File: src/rtl/exc_pkg.sv
// Shared types for the nested exception classifier.
// Assumes a 2-bit class code; no storage here.
package exc_pkg;
    typedef enum logic [1:0] {
        CLS_BENIGN  = 2'd0,
        CLS_CONTRIB = 2'd1,
        CLS_PFAULT  = 2'd2,
        CLS_DFAULT  = 2'd3
    } exc_cls_t;
endpackage

File: src/rtl/exc_decode.sv
// Vector decoder: maps a raised vector to its class, error-push need,
// resume-flag need and validity. Purely combinational.
// Assumes VEC_W is wide enough to hold vector 16.
module exc_decode
    import exc_pkg::*;
#(
    parameter int VEC_W = 5
) (
    input  logic [VEC_W-1:0] vec,
    output exc_cls_t         cls,
    output logic             push_err,
    output logic             rf_set,
    output logic             invalid
);
    // Decode the vector into its attributes.
    always_comb begin
        cls      = CLS_BENIGN;
        push_err = 1'b0;
        rf_set   = 1'b0;
        invalid  = 1'b0;
        case (vec)
            'd0:                 begin cls = CLS_CONTRIB; rf_set = 1'b1; end
            'd1, 'd2, 'd3, 'd4:  cls = CLS_BENIGN;
            'd5, 'd6, 'd7:       begin cls = CLS_BENIGN; rf_set = 1'b1; end
            'd8:                 begin cls = CLS_DFAULT; push_err = 1'b1; end
            'd9:                 begin cls = CLS_CONTRIB; rf_set = 1'b1; end
            'd10, 'd11, 'd12, 'd13: begin
                cls = CLS_CONTRIB; push_err = 1'b1; rf_set = 1'b1;
            end
            'd14:                begin cls = CLS_PFAULT; push_err = 1'b1; rf_set = 1'b1; end
            'd16:                begin cls = CLS_BENIGN; rf_set = 1'b1; end
            default:             invalid = 1'b1;
        endcase
    end
endmodule

File: src/rtl/exc_pair_check.sv
// Pair check: decides whether a nested exception may be delivered as is,
// given the class of the first one. A nested double-fault-class request
// counts as contributory. Purely combinational.
module exc_pair_check
    import exc_pkg::*;
(
    input  exc_cls_t first_cls,
    input  exc_cls_t new_cls,
    output logic     allowed
);
    exc_cls_t eff_cls;

    // Fold a nested double-fault request onto the contributory class.
    always_comb eff_cls = (new_cls == CLS_DFAULT) ? CLS_CONTRIB : new_cls;

    // Apply the class matrix.
    always_comb begin
        allowed = 1'b1;
        if (first_cls == CLS_CONTRIB && eff_cls == CLS_CONTRIB)
            allowed = 1'b0;
        if (first_cls == CLS_PFAULT &&
            (eff_cls == CLS_CONTRIB || eff_cls == CLS_PFAULT))
            allowed = 1'b0;
    end
endmodule

File: src/rtl/exc_nest_ctrl.sv
// Nesting controller: holds the depth count, the first class, the
// external-event bit and the halt flag, and flags escalation or shutdown
// for the request being taken. Assumes take is only high for valid vectors.
module exc_nest_ctrl
    import exc_pkg::*;
#(
    parameter int DEPTH_LIMIT = 3,
    localparam int CNT_W = $clog2(DEPTH_LIMIT + 1)
) (
    input  logic     clk,
    input  logic     rst_n,
    input  logic     take,
    input  exc_cls_t cls,
    input  logic     resolved,
    output logic     escalate,
    output logic     shut,
    output logic     ext_bit,
    output logic     halted
);
    localparam logic [CNT_W-1:0] LAST_DEPTH = CNT_W'(DEPTH_LIMIT - 1);

    logic [CNT_W-1:0] depth_q;
    exc_cls_t         first_q;
    logic             allowed;

    exc_pair_check u_pair (
        .first_cls (first_q),
        .new_cls   (cls),
        .allowed   (allowed)
    );

    // Decide the fate of the request being taken.
    always_comb begin
        shut     = take && ((depth_q >= LAST_DEPTH) ||
                            (depth_q != '0 && first_q == CLS_DFAULT));
        escalate = take && !shut && (depth_q != '0) && !allowed;
    end

    // Update nesting history.
    always_ff @(posedge clk) begin
        if (!rst_n || resolved) begin
            depth_q <= '0;
            first_q <= CLS_BENIGN;
            ext_bit <= 1'b0;
            halted  <= 1'b0;
        end else if (take) begin
            ext_bit <= 1'b1;
            if (depth_q == '0) first_q <= cls;
            if (shut) halted <= 1'b1;
            if (depth_q < LAST_DEPTH) depth_q <= depth_q + 1'b1;
        end
    end


    resolved_clear_chk: assert property (@(posedge clk) disable iff (!rst_n)
        resolved |=> (depth_q == '0 && !ext_bit && !halted));

    depth_bound_chk: assert property (@(posedge clk) disable iff (!rst_n)
        depth_q <= LAST_DEPTH);

    ext_set_chk: assert property (@(posedge clk) disable iff (!rst_n)
        (take && !resolved) |=> ext_bit);
endmodule

File: src/rtl/exc_escalator.sv
// Top of the nested exception classifier. Accepts one request per
// valid/ready handshake, decodes it, consults the nesting controller and
// registers the delivery decision or a shutdown pulse one cycle later.
// Assumes resolved is a single-cycle pulse from the delivery sequencer.
module exc_escalator
    import exc_pkg::*;
#(
    parameter int VEC_W       = 5,
    parameter int ERR_W       = 16,
    parameter int DEPTH_LIMIT = 3,
    parameter int DF_VECTOR   = 8
) (
    input  logic             clk,
    input  logic             rst_n,
    input  logic             req_valid,
    output logic             req_ready,
    input  logic [VEC_W-1:0] req_vector,
    input  logic [ERR_W-1:0] req_err,
    input  logic             resolved,
    output logic             out_valid,
    output logic [VEC_W-1:0] out_vector,
    output logic             out_push_err,
    output logic [ERR_W-1:0] out_err,
    output logic             out_rf_set,
    output logic             out_invalid,
    output logic             shutdown
);
    exc_cls_t cls;
    logic     dec_push, dec_rf, dec_inv;
    logic     accept, take, escalate, shut, ext_bit, halted;
    logic [ERR_W-1:0] merged_err;

    exc_decode #(.VEC_W(VEC_W)) u_dec (
        .vec      (req_vector),
        .cls      (cls),
        .push_err (dec_push),
        .rf_set   (dec_rf),
        .invalid  (dec_inv)
    );

    // Handshake: refuse while halted or while history is being cleared.
    always_comb begin
        req_ready = !halted && !resolved;
        accept    = req_valid && req_ready;
        take      = accept && !dec_inv;
    end

    exc_nest_ctrl #(.DEPTH_LIMIT(DEPTH_LIMIT)) u_nest (
        .clk      (clk),
        .rst_n    (rst_n),
        .take     (take),
        .cls      (cls),
        .resolved (resolved),
        .escalate (escalate),
        .shut     (shut),
        .ext_bit  (ext_bit),
        .halted   (halted)
    );

    // Insert the external-event bit except for page faults.
    always_comb begin
        merged_err = req_err;
        if (!dec_inv && cls != CLS_PFAULT) merged_err[0] = ext_bit;
    end

    // Register the delivery decision.
    always_ff @(posedge clk) begin
        if (!rst_n) begin
            out_valid    <= 1'b0;
            out_vector   <= '0;
            out_push_err <= 1'b0;
            out_err      <= '0;
            out_rf_set   <= 1'b0;
            out_invalid  <= 1'b0;
            shutdown     <= 1'b0;
        end else begin
            out_valid <= accept && !shut;
            shutdown  <= shut;
            if (accept) begin
                out_invalid <= dec_inv;
                if (escalate) begin
                    out_vector   <= VEC_W'(DF_VECTOR);
                    out_push_err <= 1'b1;
                    out_err      <= '0;
                    out_rf_set   <= 1'b0;
                end else begin
                    out_vector   <= req_vector;
                    out_push_err <= dec_push && !dec_inv;
                    out_err      <= merged_err;
                    out_rf_set   <= dec_rf && !dec_inv;
                end
            end
        end
    end


    shut_excl_chk: assert property (@(posedge clk) disable iff (!rst_n)
        shutdown |-> !out_valid);

    halt_after_shut_chk: assert property (@(posedge clk) disable iff (!rst_n)
        shutdown |-> !req_ready);

    shut_pulse_chk: assert property (@(posedge clk) disable iff (!rst_n)
        shutdown |=> !shutdown);

    df_no_rf_chk: assert property (@(posedge clk) disable iff (!rst_n)
        (out_valid && out_vector == VEC_W'(DF_VECTOR)) |-> !out_rf_set);

    push_set_chk: assert property (@(posedge clk) disable iff (!rst_n)
        (out_valid && out_push_err) |->
        (out_vector == 5'd8 || (out_vector >= 5'd10 && out_vector <= 5'd14)));

    valid_after_accept_chk: assert property (@(posedge clk) disable iff (!rst_n)
        out_valid |-> $past(req_valid));
endmodule

File: config.mk
export PLATFORM = sky130hd
export DESIGN_NAME = exc_escalator
export DESIGN_NICKNAME = d
export VERILOG_FILES = /design/src/rtl/exc_pkg.sv /design/src/rtl/exc_decode.sv /design/src/rtl/exc_pair_check.sv /design/src/rtl/exc_nest_ctrl.sv /design/src/rtl/exc_escalator.sv
export SDC_FILE = /design/constraint.sdc
export NUM_CORES = 1
export LEC_CHECK = 0
export ABC_AREA = 0
export BUFFER_PORTS_ARGS = -buffer_cell sky130_fd_sc_hd__buf_2
export CAP_MARGIN = 10
export CORE_MARGIN = 3
export CORE_UTILIZATION = 55
export CTS_BUF_LIST = sky130_fd_sc_hd__clkbuf_4
export CTS_CLUSTER_SIZE = 8
export DETAILED_ROUTE_END_ITERATION = 8
export PLACE_DENSITY = 0.87
export SYNTH_ARGS = -nofsm -noshare
export SYNTH_HDL_FRONTEND = slang
export SYNTH_HIERARCHICAL = 1
export SYNTH_SLANG_ARGS = --single-unit
File: constraint.sdc
create_clock -name clk -period 3.4 [get_ports clk]
set_input_delay 0.17 -clock clk [delete_from_list [all_inputs] [get_ports clk]]
set_output_delay 0.17 -clock clk [all_outputs]
set_load 0.1 [all_outputs]
==> summary.txt <==
Run status
  • Status: complete, no violations

Detailed routing
  • Vias: 1371
  • DR pass1 iterations: 4
  • DRT Wirelength: 3220 microns
  • Routed WL per cell: 12.5 microns
  • Routed Antenna Nets: 0
  • DRC violations left: 0
  • Vias/cell: ~5.3
  • Drt initial violations: 57

STA
  • Slew @ Worst Pin: around 950 ps
  • Fin crit share: around two thirds
  • Setup Viol. Count Final: 0
  • Minimum hold slack: 80.7 ps
  • Setup TNS: 0 ps
  • Slew Limit Fails: 0
  • RSZ-0062 raised after global routing: false
  • Endpoints failing hold: 0
  • Max_slew headroom: 36.9%
  • Fmax: around 430 MHz
  • Minimum clock period after layout: around 2300 ps
  • Final Skew: 10.6 ps

Cells and area
  • Fillers: 203
  • N_diodes: 0
  • Layout cells sized above 1: 35.7%
  • P&R area growth vs syn: 22.0%
  • Post-layout util: 71.9%
  • Nets: 253

Yosys
  • Post-Syn Area: between 1000 and 1500 sq um
  • Yosys top cell area share: 42.7%
  • Syn_area_per_cell: 8.52 sq um
  • Top_reg_cell synth: dfxtp_1
  • Cell taking the most area after synthesis: dfxtp_1
  • #FFs+latches synth: 32
  • Synth warnings: 6
  • Post-Syn Nets: 203
  • Asr flop ratio synth: 0%
  • Post-synth EDFFs: 0
  • Mapped Cells: about 180
  • Synth unique cells: 34
  • Sequential cell area fraction in the yosys report: between 40% and 50%
  • Synth top area cells: dfxtp_1, a21oi_1, nand2_1

Worst setup path
  • Most frequent cell on the critical path: buf_4
  • Critical-path cell list: nor2_2 > nand2_1 > buf_4 > nor2_1 > nor4b_2 > buf_4 > a21oi_1 > a211oi_1
  • CP Data Arrival Time: 2550 ps
  • Worst setup SP type: register
  • Slowest cell on crit path: nor4b_2
  • Crit-path max FO: 26
  • CP Buf/Inv Count: 2
  • CP endpoint kind: register
  • CP max stage delay: 470 ps
  • CP required: 3630 ps
  • Critical Setup Path Class: reg2reg
  • Delay-heaviest family, CP: simple AND/OR/NAND/NOR gates

Die
  • Die width: 58.2 microns
  • I/O pin count: 52
  • Core area: 2540 sq um
  • Row cnt: 18
  • Die Area: between 3000 and 4000 sq um
  • Initial core utilization: 58.9%
  • Die Y: about 58 microns

CTS
  • Latest clock arrival within the worst-skew pair: 340 ps
  • Clock slew at reported path FFs: 110 ps
  • CTS tree: built
  • Root buffer selected by CTS: clkbuf_4
  • Hold_buf cts: 0
  • CTS max path bufs: 2
  • Clock sinks: 32
  • CTS Buf Count: 5
  • Htree depth: 2
  • Post-CTS Setup Inserts: 0
  • Post-CTS sizing: 0

Hold path
  • Min-delay worst type: in2reg

Place
  • Gpl congestion: just over 0.8
  • Dpl hpwl: 2250 microns
  • Port Buffers: 51

Power
  • P per Cell Area: approximately 480 nW/um^2
  • Maximum vdd ir drop: 0.453 mV
  • Leakage power: a little under 0.8 nW
  • Total power: 886 uW

Global routing
  • Largest net degree at the start of global routing: 27
  • Met1 usage: 26.6%
  • Total grt overflow: 0
  • Total global-route track usage: 20.9%
  • Met3 usage: 7.13%
  • Gr busiest metal: met2
  • Vias in the first global route: 1258
  • First-pass GRT wire length: 5390 microns
  • Met2 GRT Util: 32.6%
  • Initial antenna violation count: 0

Flow run
  • Max-cap violations: 0
-- report_power, final --
part / internal (mW) / switching (mW)
Clock: 0.153 / 0.136
Sequential: 0.389 / 0.00685
Combinational: 0.0428 / 0.158
Total: 0.585 / 0.301
-- synthesized netlist by cell type (2+ instances only) --
cell,number
clkbuf_1,5
and2_1,3
nand2_1,29
inv_1,7
nand3b_2,6
nor2b_1,2
o21ai_0,2
nor2_1,15
a21oi_1,22
nand3b_1,14
ha_1,2
dfxtp_1,32
nor3_1,4
nand3_1,4
a21oi_2,7
buf_6,2
a211oi_1,2
o21bai_1,2
-- cells in the final DEF, fill, tap and decap left out, drive strengths merged --
cell type | netlist | layout
clkinv | 1 | 2
mux2i | 1 | 1
buf | 5 | 53
nor2 | 16 | 16
or3 | 1 | 1
a211oi | 2 | 2
dfxtp | 32 | 32
nand2b | 1 | 1
nand3 | 5 | 5
xor2 | 1 | 1
clkbuf | 5 | 5
clkinvlp | 0 | 1
a311oi | 1 | 1
inv | 7 | 7
o21ai | 2 | 2
ha | 2 | 2
nor2b | 2 | 2
nor4b | 1 | 1
o21bai | 2 | 2
bufinv | 0 | 1
nand3b | 20 | 20
mux2 | 1 | 1
nand2 | 29 | 29
nor3 | 5 | 5
xnor2 | 1 | 1
o41ai | 1 | 1
and2 | 3 | 3
a21oi | 29 | 29
-- worst min-delay path: cells and delay by family --
family	cells	cell delay, ps
AOI/OAI and AO/OA	1	50
buffers and inverters	1	100
and+or+nand+nor	1	70
-- flip-flops by register name, indices dropped and copies added, names as in the netlist --
| name | cells |
|---|---|
| out_rf_set | 1 |
| u_nest/ext_bit | 1 |
| u_nest/depth_q | 2 |
| out_push_err | 1 |
| u_nest/halted | 1 |
| shutdown | 1 |
| out_vector | 5 |
| u_nest/first_q | 2 |
| out_valid | 1 |
| out_invalid | 1 |
| out_err | 16 |
-- worst paths after layout --
path                       from      endpoint  slack (ps)  depth (start not counted)
setup reg to reg  u_nest/halted  out_push_err        1090                          8
hold / removal       req_err[1]    out_err[1]          80                          3
hold reg to reg      out_err[6]    out_err[6]         450                          2
setup / recovery  u_nest/halted  out_push_err        1090                          8
-- logic make-up after synthesis --
family,Yosys count,share of synthesized area (%)
mux,2,1.67
simple gates,83,31.2
compound gates,37,15.7
flops,32,42.7
buf+inv,18,5.84
fa+ha+maj,2,1.67
xor+xnor,2,1.17
-- per-stage QoR --
stage | std cells | setup WS [ps] | instance area (sq um)
finish | 257 | 1090 | 1830
global route | 257 | 854 | 1830
CTS | 257 | 1070 | 1830
detailed placement | 249 | 860 | 1750
global placement | 249 | 1030 | 1750
floorplan | 176 | 534 | 1500
-- routing by layer --
layer  vias to the layer above  wire [microns]
met4                         0              46
met5                         -               0
met3                         5             271
met1                       620            1410
met2                        47            1500
li1                        699               -
-- cell type report --
class	instances	area (sq um)	share of cell area (%)
sequential	32	641	35.0
inverter	8	30.0	1.64
multi-input combinational	126	771	42.1
clock inverter	3	42.5	2.33
tap	30	37.5	2.05
clock buffer	5	37.5	2.05
timing repair buffer	53	270	14.8
Power figures use the tool's default switching activity.
